===== config.mk =====
export PLATFORM = sky130hd
export DESIGN_NAME = chsel_ctrl
export DESIGN_NICKNAME = d
export VERILOG_FILES = /design/src/rtl/chsel_pkg.sv /design/src/rtl/chsel_hold.sv /design/src/rtl/chsel_decode.sv /design/src/rtl/chsel_bbm.sv /design/src/rtl/chsel_timing.sv /design/src/rtl/chsel_ctrl.sv
export SDC_FILE = /design/constraint.sdc
export NUM_CORES = 1
export LEC_CHECK = 0
export ABC_AREA = 1
export CORE_ASPECT_RATIO = 0.5
export CORE_MARGIN = 3
export CORE_UTILIZATION = 55
export CTS_BUF_LIST = sky130_fd_sc_hd__clkbuf_8
export DETAILED_ROUTE_END_ITERATION = 8
export DONT_BUFFER_PORTS = 1
export PLACE_DENSITY = 0.68
export SLEW_MARGIN = 10
export SYNTH_ARGS = -nofsm -noshare
export SYNTH_HDL_FRONTEND = slang
export SYNTH_HIERARCHICAL = 1
export SYNTH_SLANG_ARGS = --single-unit

===== constraint.sdc =====
create_clock -name clk -period 1.8 [get_ports clk]
set_input_delay 0.36 -clock clk [delete_from_list [all_inputs] [get_ports clk]]
set_output_delay 0.36 -clock clk [all_outputs]
set_load 0.005 [all_outputs]

===== src/rtl/chsel_pkg.sv =====
package chsel_pkg;

  function automatic int code_width(input int n_sw, input int pair_mode);
    return (pair_mode != 0) ? $clog2(n_sw / 2) : $clog2(n_sw);
  endfunction

  function automatic int max4(input int a, input int b, input int c, input int d);
    int m;
    m = a;
    if (b > m) m = b;
    if (c > m) m = c;
    if (d > m) m = d;
    return m;
  endfunction

endpackage


===== src/rtl/chsel_hold.sv =====
module chsel_hold #(
  parameter int AW = 3
) (
  input  logic          clk,
  input  logic          rst,
  input  logic [AW-1:0] sel_addr,
  input  logic          sel_en,
  input  logic          wr_n,
  input  logic          clr_n,
  output logic [AW-1:0] held_addr,
  output logic          held_en
);

  always_ff @(posedge clk) begin
    if (rst) begin
      held_addr <= '0;
      held_en   <= 1'b0;
    end else if (!clr_n) begin
      held_addr <= '0;
      held_en   <= 1'b0;
    end else if (!wr_n) begin
      held_addr <= sel_addr;
      held_en   <= sel_en;
    end
  end

endmodule


===== src/rtl/chsel_decode.sv =====
module chsel_decode #(
  parameter int N_SW      = 8,
  parameter int PAIR_MODE = 0,
  parameter int AW        = 3
) (
  input  logic [AW-1:0]   held_addr,
  input  logic            held_en,
  output logic [N_SW-1:0] want
);

  localparam int N_SEL = (PAIR_MODE != 0) ? N_SW / 2 : N_SW;

  logic [N_SEL-1:0] hit;

  for (genvar g = 0; g < N_SEL; g++) begin : g_hit
    assign hit[g] = held_en && (held_addr == AW'(g));
  end

  if (PAIR_MODE != 0) begin : g_pair
    assign want = {hit, hit};
  end else begin : g_single
    assign want = hit;
  end

endmodule


===== src/rtl/chsel_bbm.sv =====
module chsel_bbm #(
  parameter int N_SW        = 8,
  parameter int DEAD_CYCLES = 3
) (
  input  logic            clk,
  input  logic            rst,
  input  logic [N_SW-1:0] want,
  output logic [N_SW-1:0] sw_close
);

  localparam int CNT_W = $clog2(DEAD_CYCLES + 1);

  logic [CNT_W-1:0] gap_left;

  always_ff @(posedge clk) begin
    if (rst) begin
      sw_close <= '0;
      gap_left <= '0;
    end else if (want == '0) begin
      sw_close <= '0;
      if (gap_left != '0) gap_left <= gap_left - 1'b1;
    end else if (want == sw_close) begin
      sw_close <= sw_close;
    end else if (sw_close != '0) begin
      sw_close <= '0;
      gap_left <= CNT_W'(DEAD_CYCLES - 1);
    end else if (gap_left != '0) begin
      gap_left <= gap_left - 1'b1;
    end else begin
      sw_close <= want;
    end
  end

endmodule


===== src/rtl/chsel_timing.sv =====
module chsel_timing #(
  parameter int AW   = 3,
  parameter int T_WR = 10,
  parameter int T_SU = 10,
  parameter int T_HD = 1,
  parameter int T_RS = 10
) (
  input  logic          clk,
  input  logic          rst,
  input  logic [AW-1:0] sel_addr,
  input  logic          sel_en,
  input  logic          wr_n,
  input  logic          clr_n,
  output logic          timing_err
);

  localparam int CMAX = chsel_pkg::max4(T_WR, T_SU, T_HD, T_RS);
  localparam int CW   = $clog2(CMAX + 1) + 1;
  localparam logic [CW-1:0] TOP = CW'(CMAX);

  logic [AW:0]   now_in, prev_in, cap_in;
  logic          wr_q, clr_q, rise;
  logic [CW-1:0] low_cnt, stab_cnt, clr_cnt, hold_left;

  assign now_in = {sel_addr, sel_en};
  assign rise   = !wr_q && wr_n;

  always_ff @(posedge clk) begin
    if (rst) begin
      wr_q       <= 1'b1;
      clr_q      <= 1'b1;
      prev_in    <= '0;
      cap_in     <= '0;
      low_cnt    <= '0;
      stab_cnt   <= '0;
      clr_cnt    <= '0;
      hold_left  <= '0;
      timing_err <= 1'b0;
    end else begin
      wr_q    <= wr_n;
      clr_q   <= clr_n;
      prev_in <= now_in;
      low_cnt <= wr_n ? '0 : ((low_cnt == TOP) ? TOP : low_cnt + 1'b1);
      clr_cnt <= clr_n ? '0 : ((clr_cnt == TOP) ? TOP : clr_cnt + 1'b1);
      if (now_in != prev_in) stab_cnt <= CW'(1);
      else if (stab_cnt != TOP) stab_cnt <= stab_cnt + 1'b1;

      if (rise) begin
        cap_in    <= prev_in;
        hold_left <= CW'(T_HD - 1);
        if (low_cnt < CW'(T_WR) || stab_cnt < CW'(T_SU) || now_in != prev_in)
          timing_err <= 1'b1;
      end else if (hold_left != '0) begin
        hold_left <= hold_left - 1'b1;
        if (now_in != cap_in) timing_err <= 1'b1;
      end

      if (!clr_q && clr_n && clr_cnt < CW'(T_RS)) timing_err <= 1'b1;
    end
  end

endmodule


===== src/rtl/chsel_ctrl.sv =====
module chsel_ctrl #(
  parameter int N_SW        = 8,
  parameter int PAIR_MODE   = 0,
  parameter int DEAD_CYCLES = 3,
  parameter int T_WR        = 10,
  parameter int T_SU        = 10,
  parameter int T_HD        = 1,
  parameter int T_RS        = 10,
  localparam int AW         = chsel_pkg::code_width(N_SW, PAIR_MODE)
) (
  input  logic            clk,
  input  logic            rst,
  input  logic [AW-1:0]   sel_addr,
  input  logic            sel_en,
  input  logic            wr_n,
  input  logic            clr_n,
  output logic [N_SW-1:0] sw_close,
  output logic            timing_err
);

  logic [AW-1:0]   held_addr;
  logic            held_en;
  logic [N_SW-1:0] want;

  chsel_hold #(.AW(AW)) u_hold (
    .clk(clk), .rst(rst), .sel_addr(sel_addr), .sel_en(sel_en),
    .wr_n(wr_n), .clr_n(clr_n), .held_addr(held_addr), .held_en(held_en)
  );

  chsel_decode #(.N_SW(N_SW), .PAIR_MODE(PAIR_MODE), .AW(AW)) u_dec (
    .held_addr(held_addr), .held_en(held_en), .want(want)
  );

  chsel_bbm #(.N_SW(N_SW), .DEAD_CYCLES(DEAD_CYCLES)) u_bbm (
    .clk(clk), .rst(rst), .want(want), .sw_close(sw_close)
  );

  chsel_timing #(.AW(AW), .T_WR(T_WR), .T_SU(T_SU), .T_HD(T_HD), .T_RS(T_RS)) u_tim (
    .clk(clk), .rst(rst), .sel_addr(sel_addr), .sel_en(sel_en),
    .wr_n(wr_n), .clr_n(clr_n), .timing_err(timing_err)
  );

endmodule


* Word level (Yosys, flattened, before mapping)
Cells that the tools add are included.
Operators by class: add/subtract/negate cells 5, $lt $le $gt $ge 3, equality and inequality tests 16, muxes and demuxes 15, bitwise logic cells 2, reduce and logical (&&, ||, !) cells 33
Operators with widths (count):
- two-way mux 8 bit | 2
- adder 5 x 1 -> 5 bit, second input constant | 3
- less-than comparator 5 x 4 -> 1 bit, second input constant | 3
- == test 3 bit, second input constant | 4
- OR reduction 2 bit | 6
- logical AND 1 bit | 11
- == test 5 x 4 -> 1 bit, second input constant | 2
- == test 8 bit | 1
- logical NOT 8 bit | 1
- two-way mux 2 bit | 4
- two-way mux 4 bit | 2
- inequality test 4 bit | 2
- nonzero test 8 bit | 1
- two-way mux 1 bit | 7
- == test 3 x 2 -> 1 bit, second input constant | 2
- nonzero test 3 bit | 2
- OR reduction 3 bit | 2
- inequality test 5 x 4 -> 1 bit, second input constant | 1
- nonzero test 5 bit | 1
- subtractor 5 x 1 -> 5 bit, second input constant | 1
- nonzero test 2 bit | 2
- == test 3 x 1 -> 1 bit, second input constant | 1
- logical NOT 3 bit | 1
- inequality test 3 bit, second input constant | 1
- other kinds (8) | 11
Word-level totals: register bits after elaboration 45, logic and storage cells 90

* Longest topological paths before layout
word-level depth 6, depth in mapped cells 14

* Modules after synthesis
The synthesis kept the hierarchy.
By module, submodules not included:
- chsel_timing | instances 1, cells an instance 193, area an instance 1480.2 um^2, sequential area each 620.6 um^2
- chsel_bbm | instances 1, cells an instance 119, area an instance 723.2 um^2, sequential area each 200.2 um^2
- chsel_hold | instances 1, cells an instance 19, area an instance 141.4 um^2, sequential area each 80.1 um^2
- chsel_decode | instances 1, cells an instance 17, area an instance 63.8 um^2, sequential area each 0.0 um^2

* Worst setup path before layout
OpenSTA, ideal clock, no wires.
path type flip-flop to flip-flop, from reg u_hold.held_addr[2], to reg u_bbm.sw_close[0], setup time 0.112 ns, data arrival time 1.369 ns, slack 0.319 ns, cell stages (with the launch flop) 12, path buffers 1, clock period less this slack 1.481 ns, cells stage by stage dfxtp_1 -> nand2_1 -> nor2_1 -> xnor2_1 -> nand2_1 -> nor2_2 -> nand2_2 -> nand2_4 -> buf_12 -> nand2_1 -> nand2_1 -> nor2_2
On the way: longest elaborated chain between the ends 5, elaborated cells on any way between the ends 23, those cells by class 8 x eq/ne; 2 x mux; 1 x bitwise; 12 x reduce/logical
RTL lines:
- from (decl) | line chsel_hold.sv:10 | output logic [AW-1:0] held_addr,
- from (signal assigned) | line chsel_hold.sv:22 | held_addr <= sel_addr;
- == test 3 bit (*) | line chsel_decode.sv:16 | assign hit[g] = held_en && (held_addr == AW'(g));
- logical AND 1 bit (*) | line chsel_decode.sv:16
- net want[4] | line chsel_ctrl.sv:23 | logic [N_SW-1:0] want;
- == test 8 bit | line chsel_bbm.sv:22 | end else if (want == sw_close) begin
- NOT 1 bit (no line)
- AND reduction 2 bit (no line)
- to (signal assigned) | line chsel_bbm.sv:23 | sw_close <= sw_close;
- to (signal assigned) | line chsel_bbm.sv:30 | sw_close <= want;
- to (decl) | line chsel_bbm.sv:8 | output logic [N_SW-1:0] sw_close
Mark *: on every way through the listed nets, which the timed path passes. The rest lies on a longest branch. The select of a mux whose other input is x is not followed. A chain may end at the register's enable or synchronous reset.

* Final worst setup path
from reg u_hold.held_en, to reg u_bbm.sw_close[0]
On the way: longest elaborated chain between the ends 4, elaborated cells on any way between the ends 15, those cells by class 1 x eq/ne; 2 x mux; 1 x bitwise; 11 x reduce/logical
RTL lines:
- from (decl) | line chsel_hold.sv:11 | output logic held_en
- from (signal assigned) | line chsel_hold.sv:23 | held_en <= sel_en;
- logical AND 1 bit (*) | line chsel_decode.sv:16
- net want[4] | line chsel_ctrl.sv:23
- == test 8 bit | line chsel_bbm.sv:22
- NOT 1 bit (no line)
- AND reduction 2 bit (no line)
Marks and branches as above.

==> impl_metrics.ini <==
[synthesis]
yosys.area.top_type = dfxtp_1
yosysWarnings = 6
async_flop_share_pct = 0
synth.net_count = 364
syn_area_per_cell_um2 = 6.92
syn_area_um2 = 2410
synth.area.top_cells = dfxtp_1, nand2_1, nor2_1
synth_top_cell_area_share_pct = 37.4
synthCells = 348
yosysMostFrequentCell = nand2_1
synth_commonest_cells = nand2_1, nor2_1, inv_1
ys_ff_latch = 45
synth_edf_count = 0
yosys.cell_types.count = 32
synth_seq_area_share_pct = 37.4
synth_ff_type = dfxtp_1

[die]
core_um2 = 4040
dieArea_um2 = 5260
start_util_pct = 59.6
die_x_um = 99.6
ios = 17
floorplan.rows = 16
die_h_um = 52.8

[job]
maxCapViolations = 0

[cells_and_area]
multi_input_area_um2 = 1330
antennaDiodeCount = 0
drive_above_1_share_pct = 15.0
area_delta_synth_final_pct = 7.53
nFillCells = 391
final_cells = 407
ff_latch_area_um2 = 901
nets = 369

[placement]
gp_congestion = 0.820
dp_cells = 400
port_buffers = 0
dp_slack_ns = 0.147
hpwlAfterDp_um = 3310

[timing]
fin_skew_ns = 0.00334
post-route-min-period_ns = 1.59
tightestPinTransition_ns = 0.412
drv_slew = 0
setup_slack_ns = 0.206
hold_viol_final = 0
relSlewSlack_pct = 72.5
setup_viol = 0
finalCritPeriodShare_pct = 88.5
rsz0062_at_grt = false
tns_ns = 0
timing.fmax_mhz = 628

[worst_hold_path]
hp-class = in -> reg

[setup_path]
path_class = reg -> reg
worst-path-max-fanout = 16
required_ns = 2.00
critPathArrivalTime_ns = 1.79
cp-start-kind = register
worstSetupEndpointType = register

[global_routing]
first_global_vias = 1882
grt_pass1_wl_um = 7800
grt_usage_pct = 18.5
grt_max_degree = 17
grt.overflow.total = 0
antenna_found_initial = 0

[detailed_routing]
num_vias = 1985
drt-vias-per-instance = 4.88
firstDrtPassIters = 6
routedWlPerCell_um = 10.6
wl_um = 4330
detail-route-antenna-nets = 0
initialDrtViolationCount = 23
drc = 0

[run_status]
status = finished clean

[clock_tree]
root_buffer = clkbuf_8
cts_max_path_buffers = 2
post_cts_buffers = 0
clock_sinks = 45
h-tree-depth = 2
clk_pin_slew_ns = 0.08
cts_made_buffers = 5
cts_tree = yes
clock_latency_ns = 0.29

[power_and_ir_drop]
p_clk_share_pct = 29.4
leakagePower_nw = 1.18
irDropWorstVdd_mv = 0.436
p_comb_share_pct = 18.1
p_per_area_nw_per_um2 = 818
p_int_mw = 1.51
power_frac_seq_pct = 52.5
power_switching_mw = 0.606
switching_share_pct = 28.6
metal layers:
layer / share of wire (%) / track usage [%] / vias to the layer above
met5: 0 / 0 / -
met4: 0.60 / 5.44 / 0
met3: 3.8 / 4.91 / 4
met2: 48 / 33.9 / 18
met1: 47 / 21.5 / 899
li1: - / - / 1064
logic make-up after synthesis:
family | Yosys count | synth area share (%)
simple gates | 194 | 36.0
buf+inv | 58 | 10.0
flops | 45 | 37.4
compound gates | 29 | 7.33
xor+xnor | 14 | 5.09
fa+ha+maj | 8 | 4.16
registers in the layout, indices dropped and copies added, names as in the netlist:
name,flops
u_tim/clr_cnt,5
u_tim/wr_q,1
u_hold/held_en,1
u_tim/low_cnt,5
u_tim/prev_in,4
u_hold/held_addr,3
u_tim/stab_cnt,5
u_tim/hold_left,5
u_tim/clr_q,1
u_tim/timing_err,1
u_bbm/sw_close,8
u_tim/cap_in,4
u_bbm/gap_left,2
power groups by stage:
stage / sequential [mW] / combinational [mW] / clock, mW
detailed placement: 1.14 / 0.380 / 0
floorplan: 1.12 / 0.335 / 0
finish: 1.11 / 0.383 / 0.623
global route: 1.12 / 0.449 / 0.695
CTS: 1.11 / 0.381 / 0.651
global placement: 1.13 / 0.364 / 0
final timing paths:
kind                                                   from                        endpoint  slack, ns  depth (start not counted)
worst max-delay path            u_hold/held_en$_SDFFE_PP0N_  u_bbm/sw_close[0]$_SDFFE_PP0P_       0.21                         10
worst min-delay path                                    rst     u_tim/prev_in[1]$_SDFF_PP0_       0.13                          1
worst max register to register  u_hold/held_en$_SDFFE_PP0N_  u_bbm/sw_close[0]$_SDFFE_PP0P_       0.21                         10
worst min register to register  u_tim/low_cnt[0]$_SDFF_PP0_     u_tim/low_cnt[0]$_SDFF_PP0_       0.47                          1
worst max-delay path: stages (launching register included):
cell and delay [ns]:
dfxtp_1 0.38, nand2_2 0.14, nor2_2 0.19, xnor2_1 0.13, nand2_1 0.08, nor2_2 0.15, nand2_2 0.11, nand2_8 0.14
nand2_1 0.07, nand2_1 0.07, nor2_2 0.03
cell type report:
| type | count | area share [%] |
|---|---|---|
| multi-input combinational | 245 | 51.2 |
| clock inverter | 1 | 0.145 |
| sequential | 45 | 34.8 |
| tap | 54 | 2.61 |
| inverter | 56 | 8.12 |
| clock buffer | 6 | 3.19 |
placed cells by master, fill, tap and decap left out, drive strengths merged, types with 2 or more instances in the layout:
master and n:
a21oi 18, clkbuf 6, dfxtp 45, ha 8, inv 57, nand2 97, nand3 15, nand4 3
nor2 74, nor3 3, o21ai 7, or2 2, xnor2 9, xor2 5
timing repair:
action / 4_1_cts / 5_1_grt
hold buffers: 0 / 0
gates resized for setup: 0 / 16
setup endpoints to repair: 0 / 8
stage by stage:
stage | area [µm²] | util [%] | hold WS (ns) | power [mW]
after floorplan | 2410 | - | 0.429 | 1.46
after global placement | 2440 | 60.5 | 0.433 | 1.50
after detailed placement | 2440 | 60.5 | 0.434 | 1.52
after CTS | 2530 | 62.6 | 0.114 | 2.15
after global routing | 2590 | 64.0 | 0.100 | 2.27
final | 2590 | 64.0 | 0.128 | 2.12
Note: power is estimated with default switching activity, not from simulation.
